File: config.mk
export PLATFORM = sky130hd
export DESIGN_NAME = msi_stat_agg
export DESIGN_NICKNAME = d
export VERILOG_FILES = /design/src/rtl/msi_agg_pkg.sv /design/src/rtl/w1c_status_reg.sv /design/src/rtl/msi_vec_decode.sv /design/src/rtl/local_set_map.sv /design/src/rtl/msi_agg_regif.sv /design/src/rtl/msi_stat_agg.sv
export SDC_FILE = /design/constraint.sdc
export NUM_CORES = 1
export LEC_CHECK = 0
export CAP_MARGIN = 10
export CORE_ASPECT_RATIO = 1.4
export CORE_MARGIN = 2
export CORE_UTILIZATION = 45
export CTS_CLUSTER_DIAMETER = 50
export CTS_CLUSTER_SIZE = 8
export DETAILED_ROUTE_END_ITERATION = 8
export PLACE_DENSITY = 0.76
export SLEW_MARGIN = 10
export SYNTH_ARGS = -nofsm -noshare
export SYNTH_HDL_FRONTEND = slang
export SYNTH_SLANG_ARGS = --single-unit
File: constraint.sdc
create_clock -name clk -period 1.5 [get_ports clk]
set_input_delay 0.3 -clock clk [delete_from_list [all_inputs] [get_ports clk]]
set_output_delay 0.3 -clock clk [all_outputs]
set_load 0.005 [all_outputs]
File: src/rtl/msi_agg_pkg.sv
package msi_agg_pkg;
   localparam int unsigned REG_W  = 32;
   localparam int unsigned ADDR_W = 2;
   typedef logic [ADDR_W-1:0] reg_addr_t;
   localparam reg_addr_t ADDR_LOCAL = 2'd0;
   localparam reg_addr_t ADDR_VEC   = 2'd1;
endpackage

File: src/rtl/w1c_status_reg.sv
module w1c_status_reg #(
   parameter int unsigned W = 32
) (
   input  logic         clk,
   input  logic         rst_n,
   input  logic [W-1:0] set_i,
   input  logic [W-1:0] clr_i,
   output logic [W-1:0] q
);
   generate
      if (W < 1) begin : g_bad_width
         $error("w1c_status_reg: W must be at least 1");
      end
   endgenerate

   logic [W-1:0] q_next;

   always_comb begin
      q_next = (q & ~clr_i) | set_i;
   end

   always_ff @(posedge clk) begin
      if (!rst_n) q <= '0;
      else        q <= q_next;
   end

   assert_set_wins_R6: assert property (@(posedge clk) disable iff (!rst_n)
      1'b1 |=> ((q & $past(set_i)) == $past(set_i)));

   assert_clear_takes_R5: assert property (@(posedge clk) disable iff (!rst_n)
      1'b1 |=> (($past(clr_i) & ~$past(set_i) & q) == '0));

   assert_untouched_hold_R5: assert property (@(posedge clk) disable iff (!rst_n)
      1'b1 |=> (((q ^ $past(q)) & ~($past(set_i) | $past(clr_i))) == '0));
endmodule

File: src/rtl/msi_vec_decode.sv
module msi_vec_decode #(
   parameter int unsigned NUM_VEC = 32,
   localparam int unsigned VEC_W  = $clog2(NUM_VEC)
) (
   input  logic               valid_i,
   input  logic [VEC_W-1:0]   num_i,
   output logic [NUM_VEC-1:0] hit_o
);
   generate
      for (genvar i = 0; i < NUM_VEC; i++) begin : g_bit
         assign hit_o[i] = valid_i && (num_i == VEC_W'(i));
      end
   endgenerate

   always_comb begin
      if (!valid_i) assert_no_hit_idle_R2: assert (hit_o == '0);
   end
endmodule

File: src/rtl/local_set_map.sv
module local_set_map #(
   parameter int unsigned REG_W       = 32,
   parameter int unsigned NUM_SRC     = 4,
   parameter int unsigned SUMMARY_BIT = 28
) (
   input  logic               msi_valid_i,
   input  logic [NUM_SRC-1:0] src_i,
   output logic [REG_W-1:0]   set_o
);
   generate
      for (genvar b = 0; b < REG_W; b++) begin : g_lbit
         if (b == SUMMARY_BIT) begin : g_summary
            assign set_o[b] = msi_valid_i;
         end else if (b < NUM_SRC) begin : g_source
            assign set_o[b] = src_i[b];
         end else begin : g_unused
            assign set_o[b] = 1'b0;
         end
      end
   endgenerate
endmodule

File: src/rtl/msi_agg_regif.sv
module msi_agg_regif
   import msi_agg_pkg::*;
#(
   parameter int unsigned NUM_VEC = 32
) (
   input  logic               wr_i,
   input  reg_addr_t          addr_i,
   input  logic [REG_W-1:0]   wdata_i,
   input  logic [REG_W-1:0]   local_q_i,
   input  logic [NUM_VEC-1:0] vec_q_i,
   output logic [REG_W-1:0]   clr_local_o,
   output logic [NUM_VEC-1:0] clr_vec_o,
   output logic [REG_W-1:0]   rdata_o
);
   logic [REG_W-1:0] vec_wide;
   logic             sel_local;
   logic             sel_vec;

   generate
      if (NUM_VEC == REG_W) begin : g_full
         assign vec_wide = vec_q_i;
         assign clr_vec_o = (wr_i && sel_vec) ? wdata_i : '0;
      end else begin : g_narrow
         logic [REG_W-NUM_VEC-1:0] wdata_hi_unused;
         assign vec_wide = {{(REG_W-NUM_VEC){1'b0}}, vec_q_i};
         assign clr_vec_o = (wr_i && sel_vec) ? wdata_i[NUM_VEC-1:0] : '0;
         assign wdata_hi_unused = wdata_i[REG_W-1:NUM_VEC];
      end
   endgenerate

   assign sel_local   = (addr_i == ADDR_LOCAL);
   assign sel_vec     = (addr_i == ADDR_VEC);
   assign clr_local_o = (wr_i && sel_local) ? wdata_i : '0;

   always_comb begin
      if (sel_local)    rdata_o = local_q_i;
      else if (sel_vec) rdata_o = vec_wide;
      else              rdata_o = '0;
   end

   always_comb begin
      assert_one_target_R9: assert (!((clr_local_o != '0) && (clr_vec_o != '0)));
   end
endmodule

File: src/rtl/msi_stat_agg.sv
module msi_stat_agg
   import msi_agg_pkg::*;
#(
   parameter int unsigned NUM_VEC     = 32,
   parameter int unsigned NUM_SRC     = 4,
   parameter int unsigned SUMMARY_BIT = 28,
   localparam int unsigned VEC_W      = $clog2(NUM_VEC)
) (
   input  logic                      clk,
   input  logic                      rst_n,
   input  logic                      msi_valid,
   input  logic [VEC_W-1:0]          msi_num,
   input  logic [NUM_SRC-1:0]        src_pulse,
   input  logic                      reg_wr,
   input  logic [ADDR_W-1:0]         reg_addr,
   input  logic [REG_W-1:0]          reg_wdata,
   output logic [REG_W-1:0]          reg_rdata,
   output logic                      irq
);
   generate
      if (NUM_VEC < 2 || NUM_VEC > REG_W) begin : g_bad_vec
         $error("msi_stat_agg: NUM_VEC must lie in 2..REG_W");
      end
      if (SUMMARY_BIT >= REG_W) begin : g_bad_summary
         $error("msi_stat_agg: SUMMARY_BIT outside the local register");
      end
      if (NUM_SRC < 1 || NUM_SRC > SUMMARY_BIT) begin : g_bad_src
         $error("msi_stat_agg: sources must fit below the summary bit");
      end
   endgenerate

   logic [NUM_VEC-1:0] vec_set;
   logic [NUM_VEC-1:0] vec_clr;
   logic [NUM_VEC-1:0] vec_q;
   logic [REG_W-1:0]   loc_set;
   logic [REG_W-1:0]   loc_clr;
   logic [REG_W-1:0]   loc_q;

   msi_vec_decode #(.NUM_VEC(NUM_VEC)) u_dec (
      .valid_i (msi_valid),
      .num_i   (msi_num),
      .hit_o   (vec_set)
   );

   local_set_map #(
      .REG_W       (REG_W),
      .NUM_SRC     (NUM_SRC),
      .SUMMARY_BIT (SUMMARY_BIT)
   ) u_map (
      .msi_valid_i (msi_valid),
      .src_i       (src_pulse),
      .set_o       (loc_set)
   );

   msi_agg_regif #(.NUM_VEC(NUM_VEC)) u_regif (
      .wr_i        (reg_wr),
      .addr_i      (reg_addr),
      .wdata_i     (reg_wdata),
      .local_q_i   (loc_q),
      .vec_q_i     (vec_q),
      .clr_local_o (loc_clr),
      .clr_vec_o   (vec_clr),
      .rdata_o     (reg_rdata)
   );

   w1c_status_reg #(.W(NUM_VEC)) u_vec_reg (
      .clk   (clk),
      .rst_n (rst_n),
      .set_i (vec_set),
      .clr_i (vec_clr),
      .q     (vec_q)
   );

   w1c_status_reg #(.W(REG_W)) u_loc_reg (
      .clk   (clk),
      .rst_n (rst_n),
      .set_i (loc_set),
      .clr_i (loc_clr),
      .q     (loc_q)
   );

   assign irq = |loc_q;

   assert_vec_capture_R2: assert property (@(posedge clk) disable iff (!rst_n)
      msi_valid |=> vec_q[$past(msi_num)]);

   assert_summary_set_R3: assert property (@(posedge clk) disable iff (!rst_n)
      msi_valid |=> loc_q[SUMMARY_BIT]);

   assert_src_capture_R4: assert property (@(posedge clk) disable iff (!rst_n)
      (src_pulse != '0) |=> ((loc_q[NUM_SRC-1:0] & $past(src_pulse)) == $past(src_pulse)));

   assert_irq_on_arrival_R7: assert property (@(posedge clk) disable iff (!rst_n)
      msi_valid |=> irq);

   assert_summary_clear_keeps_vec_R8: assert property (@(posedge clk) disable iff (!rst_n)
      (reg_wr && reg_addr == ADDR_LOCAL) |=> (($past(vec_q) & ~vec_q) == '0));

   assert_bad_addr_inert_R9: assert property (@(posedge clk) disable iff (!rst_n)
      (reg_wr && reg_addr != ADDR_LOCAL && reg_addr != ADDR_VEC)
         |=> ((($past(loc_q) & ~loc_q) == '0) && (($past(vec_q) & ~vec_q) == '0)));

   assert_reset_clean_R1: assert property (@(posedge clk)
      !rst_n |=> (!rst_n || (vec_q & ~$past(vec_set)) == '0));
endmodule

Word level (Yosys, flattened, before mapping)
Cells that the tools add are included.
{"block": "op_classes", "n_eq_ne": 32, "muxes": 4, "bitwise": 6, "n_reduce_logical": 37}
{"operator": "2-to-1 mux 32 bit", "n": 4}
{"operator": "== test 5 bit (second input constant)", "n": 16}
{"operator": "bitwise AND 32 bit", "n": 2}
{"operator": "NOT 32 bit", "n": 2}
{"operator": "== test 5 x 4 -> 1 bit (second input constant)", "n": 8}
{"operator": "logical AND 1 bit", "n": 34}
{"operator": "OR 32 x 29 -> 32 bit", "n": 1}
{"operator": "OR 32 bit", "n": 1}
{"operator": "OR reduction 32 bit", "n": 1}
{"operator": "== test 5 x 3 -> 1 bit (second input constant)", "n": 4}
{"operator": "== test 5 x 2 -> 1 bit (second input constant)", "n": 2}
{"operator": "== test 5 x 1 -> 1 bit (second input constant)", "n": 1}
{"operator": "zero test 5 bit", "n": 1}
{"operator": "== test 2 x 1 -> 1 bit (second input constant)", "n": 1}
{"operator": "zero test 2 bit", "n": 1}
{"block": "totals", "reg_bits": 64, "inputBits": 47, "output_inout_bits": 33, "word_cells": 81}

Logic depth before layout (Yosys ltp)
{"block": "depth", "depth_word": 6, "mapped_depth": 6, "mapped_depth_nobuf": 3}

By module
A second synthesis with hierarchy kept.
{"block": "hier_totals", "cells_unflattened": 469, "hier_area_um2": 3741.1}
{"mod": "w1c_status_reg", "n_inst": 2, "cells_per_inst": 99, "area_each_um2": 1114.8, "seq_area_each_um2": 640.6}
{"mod": "msi_agg_regif", "n_inst": 1, "cells_per_inst": 180, "area_each_um2": 958.4, "seq_area_each_um2": 0.0}
{"mod": "local_set_map", "n_inst": 1, "cells_per_inst": 33, "area_each_um2": 244.0, "seq_area_each_um2": 0.0}
{"mod": "msi_vec_decode", "n_inst": 1, "cells_per_inst": 47, "area_each_um2": 234.0, "seq_area_each_um2": 0.0}
{"mod": "msi_stat_agg", "n_inst": 1, "cells_per_inst": 11, "area_each_um2": 75.1, "seq_area_each_um2": 0.0}

Worst setup path after synthesis
No wires, ideal clock.
{"block": "synth_timing", "path_kind": "in2out", "startpoint": "in reg_addr[0]", "endpoint": "out reg_rdata[0]", "arrival_ns": 0.976, "t_required_ns": 1.200, "path_slack_ns": 0.224, "cell_stages": 4, "path_buffers": 2, "path_cell_list": "buf_2 -> buf_2 -> mux2i_1 -> nor2_1"}
{"block": "synth_via", "elab_chain_len": 3, "elab_cells_between_ends": 4, "classes_between": "eq/ne (1); mux (2); reduce/logical (1)"}
{"element": "from (decl)", "line_no": "msi_stat_agg.sv:15", "source": "input logic [ADDR_W-1:0] reg_addr,"}
{"element": "== test 2 x 1 -> 1 bit", "line_no": "msi_agg_regif.sv:32", "source": "assign sel_vec = (addr_i == ADDR_VEC);"}
{"element": "2-to-1 mux 32 bit", "line_no": "msi_agg_regif.sv:37", "source": "else if (sel_vec) rdata_o = vec_wide;"}
{"element": "2-to-1 mux 32 bit (*)", "line_no": "msi_agg_regif.sv:36", "source": "if (sel_local) rdata_o = local_q_i;"}
{"element": "to (decl)", "line_no": "msi_stat_agg.sv:17", "source": "output logic [REG_W-1:0] reg_rdata,"}
Mark *: on every way between the ends. The rest lies on a longest branch, timed or not.

Worst setup path in the final report
{"block": "layout_timing", "startpoint": "reg u_loc_reg.q[11]", "endpoint": "out irq"}
{"block": "layout_via", "elab_chain_len": 1}
{"element": "from (decl)", "line_no": "w1c_status_reg.sv:8", "source": "output logic [W-1:0] q"}
{"element": "from (signal assigned)", "line_no": "w1c_status_reg.sv:24", "source": "else q <= q_next;"}
{"element": "OR reduction 32 bit", "line_no": "msi_stat_agg.sv:82", "source": "assign irq = |loc_q;"}
{"element": "to (decl)", "line_no": "msi_stat_agg.sv:18", "source": "output logic irq"}
Every way passes these cells.

==> impl_metrics.tcl <==
set metrics [dict create \
    via_per_inst 5.752 \
    setup_tns_ps -333.3 \
    cts.sinks 64 \
    netlist_area_mm2 0.002796 \
    final.min_clock_period_ps 1833 \
    yosys.area.top_type "dfxtp_1" \
    overflow 0 \
    cts_tree "built" \
    cap_viol_max_count 0 \
    die_h_um 97.28 \
    die_area_mm2 0.006870 \
    cts-root-buf "clkbuf_8" \
    hold_class "register to register" \
    whs_endpoint "u_loc_reg.q[17]" \
    antenna_found_initial 0 \
    finalHoldViolCount 0 \
    synth-main-ff-cell "dfxtp_1" \
    drc 0 \
    cp.required_ps 1200 \
    dr.pass1.iters 4 \
    ys_types 22 \
    async_flop_share 0 \
    wl_per_cell_um 18.61 \
    irDropWorstVdd_uv 595.6 \
    layout-drive-gt1-share 0.3112 \
    timing.rr.start "u_loc_reg.q[2]" \
    p_total_uw 3553 \
    critPathLaunchType "register" \
    rsz0062_at_grt "yes" \
    syn_nets 363 \
    cts_inserted_buffers 9 \
    ys_seq_elements 64 \
    fin_crit_sh 1.222 \
    grt_max_degree 35 \
    status "complete, but fails checks" \
    final_antenna_net_count 0 \
    worstReg2RegEnd "u_loc_reg.q[2]" \
    fmax_mhz 545.5 \
    worstSkewPairLatency_ps 330 \
    fin_skew_ps 0 \
    dp_slack_ps -474.8 \
    violations "setup timing" \
    tightest_slew_ps 627.7 \
    clk_pin_slew_ps 60 \
    initial_utilization 0.4565 \
    synth-edff-count 0 \
    setup_violations 1 \
    via_count 2928 \
    grt_pass1_vias 2929 \
    hold_depth 2 \
    ys_warn_count 0 \
    fin_nets 481 \
    drt_iter0_markers 200 \
    final_common_cell "nand2_1" \
    reg2regPathDepth 3 \
    routed_wl_um 9472 \
    io_buffers 79 \
    max_stage_delay_ps 340 \
    worstPathCellList "nor4_4, nand4_1, or2_4, buf_6" \
    syn_to_final_growth_pct 53.78 \
    critPathArrivalTime_ps 1530 \
    cpLargestDelayFamily "simple AND/OR/NAND/NOR gates" \
    max_slew_margin 0.5783 \
    syn_inst 316 \
    htreeDepth 3 \
    crit_buf_inv 1 \
    yosysSeqAreaShare 0.4582 \
    p_per_area_mw_per_mm2 826.2 \
    finalMaxSlewViolations 0 \
    p_leak_uw 0.001850 \
    die_w_um 70.63 \
    ios 80 \
    layout_common_cells "62 x nand2_1, 44 x buf_4, 43 x clkdlybuf4s50_1, 37 x nor2_1, 33 x dfxtp_1" \
    yosys-top-cells-area "dfxtp_1 46%, a32o_1 11%, mux2i_1 11%" \
    critPathKind "register to output pin" \
    grt_pass1_wl_um 14420 \
    cpMaxStageDelayCell "dfxtp_2" \
    worstPathMaxFanout 2 \
    rows 34 \
    hpwl_um 5538 \
    n_antenna_cell 0 \
    fin_area_mm2 0.004300 \
    core_area_mm2 0.006126 \
    placed_area_mm2 0.003905 \
    syn_area_per_cell_um2 8.849 \
    end_kind "output pin" \
    cts_max_path_buffers 2 \
    final_core_util 0.7020 \
    setup_slack_ps -333.3 \
    synth_top_area_frac 0.4582 \
    r2r_slack_ps 640 \
    grt_use_total 0.2704 \
    gp_congestion 0.8062 \
    hold_path_startpoint "u_loc_reg.q[17]" \
]
==> cell type report <==
cell class              count  area (µm²)
well taps                  72       90.09
clock buffers               9       123.9
multi-input cells         223        1473
repair buffers            131        1207
flip-flops and latches     64        1338
fillers                   482        1826
inverters                   5       18.77
clock inverters             5       50.05
==> worst min-delay path, cell delays in order, from the launching register on <==
cell	delay (ps)
dfxtp_2	330
nand2_1	50
a21oi_1	30
==> worst max-delay path by stage <==
stage	startpoint	to	slack [ps]	cells after the start
2_1_floorplan	reg_addr[0]	reg_rdata[0]	220	4
5_1_grt	u_loc_reg.q[11]	irq	-340	4
3_3_place_gp	u_loc_reg.q[11]	irq	-490	5
3_5_place_dp	u_loc_reg.q[11]	irq	-470	5
6_report	u_loc_reg.q[11]	irq	-330	4
4_1_cts	u_loc_reg.q[25]	irq	-290	4
==> metrics by stage <==
stage	cells	hold WS [ps]
finish	509	450.8
global placement	484	436.7
detailed placement	484	449.6
CTS	499	445.3
global route	509	478.1
floorplan	316	387.0
==> state kept, by name, indices dropped and copies added (netlist names) <==
| register | cells |
|---|---|
| u_vec_reg.q | 32 |
| u_loc_reg.q | 32 |
==> timing repair <==
item | in CTS | in global routing
gates cloned | 2 | 2
hold buffers | 0 | 0
setup endpoints to repair | 65 | 25
resized for setup | 128 | 29
pin swaps | 14 | 7
setup buffers | 1 | 8
==> cells in the mapped netlist, types with 2 or more instances <==
cell type and count:
a21oi_1 27, a31oi_1 5, a32o_1 32, and3b_1 2, buf_1 2, buf_2 12
buf_6 4, clkbuf_1 5, dfxtp_1 64, inv_1 5, mux2i_1 32, nand2_1 62
nand2b_1 3, nand4_1 2, nor2_1 39, nor3_1 2, nor3b_2 2, nor4_1 8
o21ai_0 5
==> metal layers <==
metal	wire length, µm	GRT usage	vias to the layer above
li1	-	-	1366
met1	3537	0.2991	1402
met2	5069	0.4913	136
met3	522	0.04046	24
met4	343	0.1364	0
met5	0	0	-
==> cell families after synthesis <==
logic type | synth area share
buffers and inverters | 0.05638
AO/OA/AOI/OAI | 0.1830
multiplexers | 0.1145
AND/OR/NAND/NOR | 0.1879
flip-flops | 0.4582
==> report_power, final <==
part / switching [µW] / total [µW] / leakage (µW) / internal (µW)
combinational: 222 / 482 / 0.00122 / 260
sequential: 18.5 / 1730 / 0.000534 / 1710
clock: 605 / 1340 / 0.0000945 / 736
total: 845 / 3550 / 0.00185 / 2710
Power figures use the tool's default switching activity.
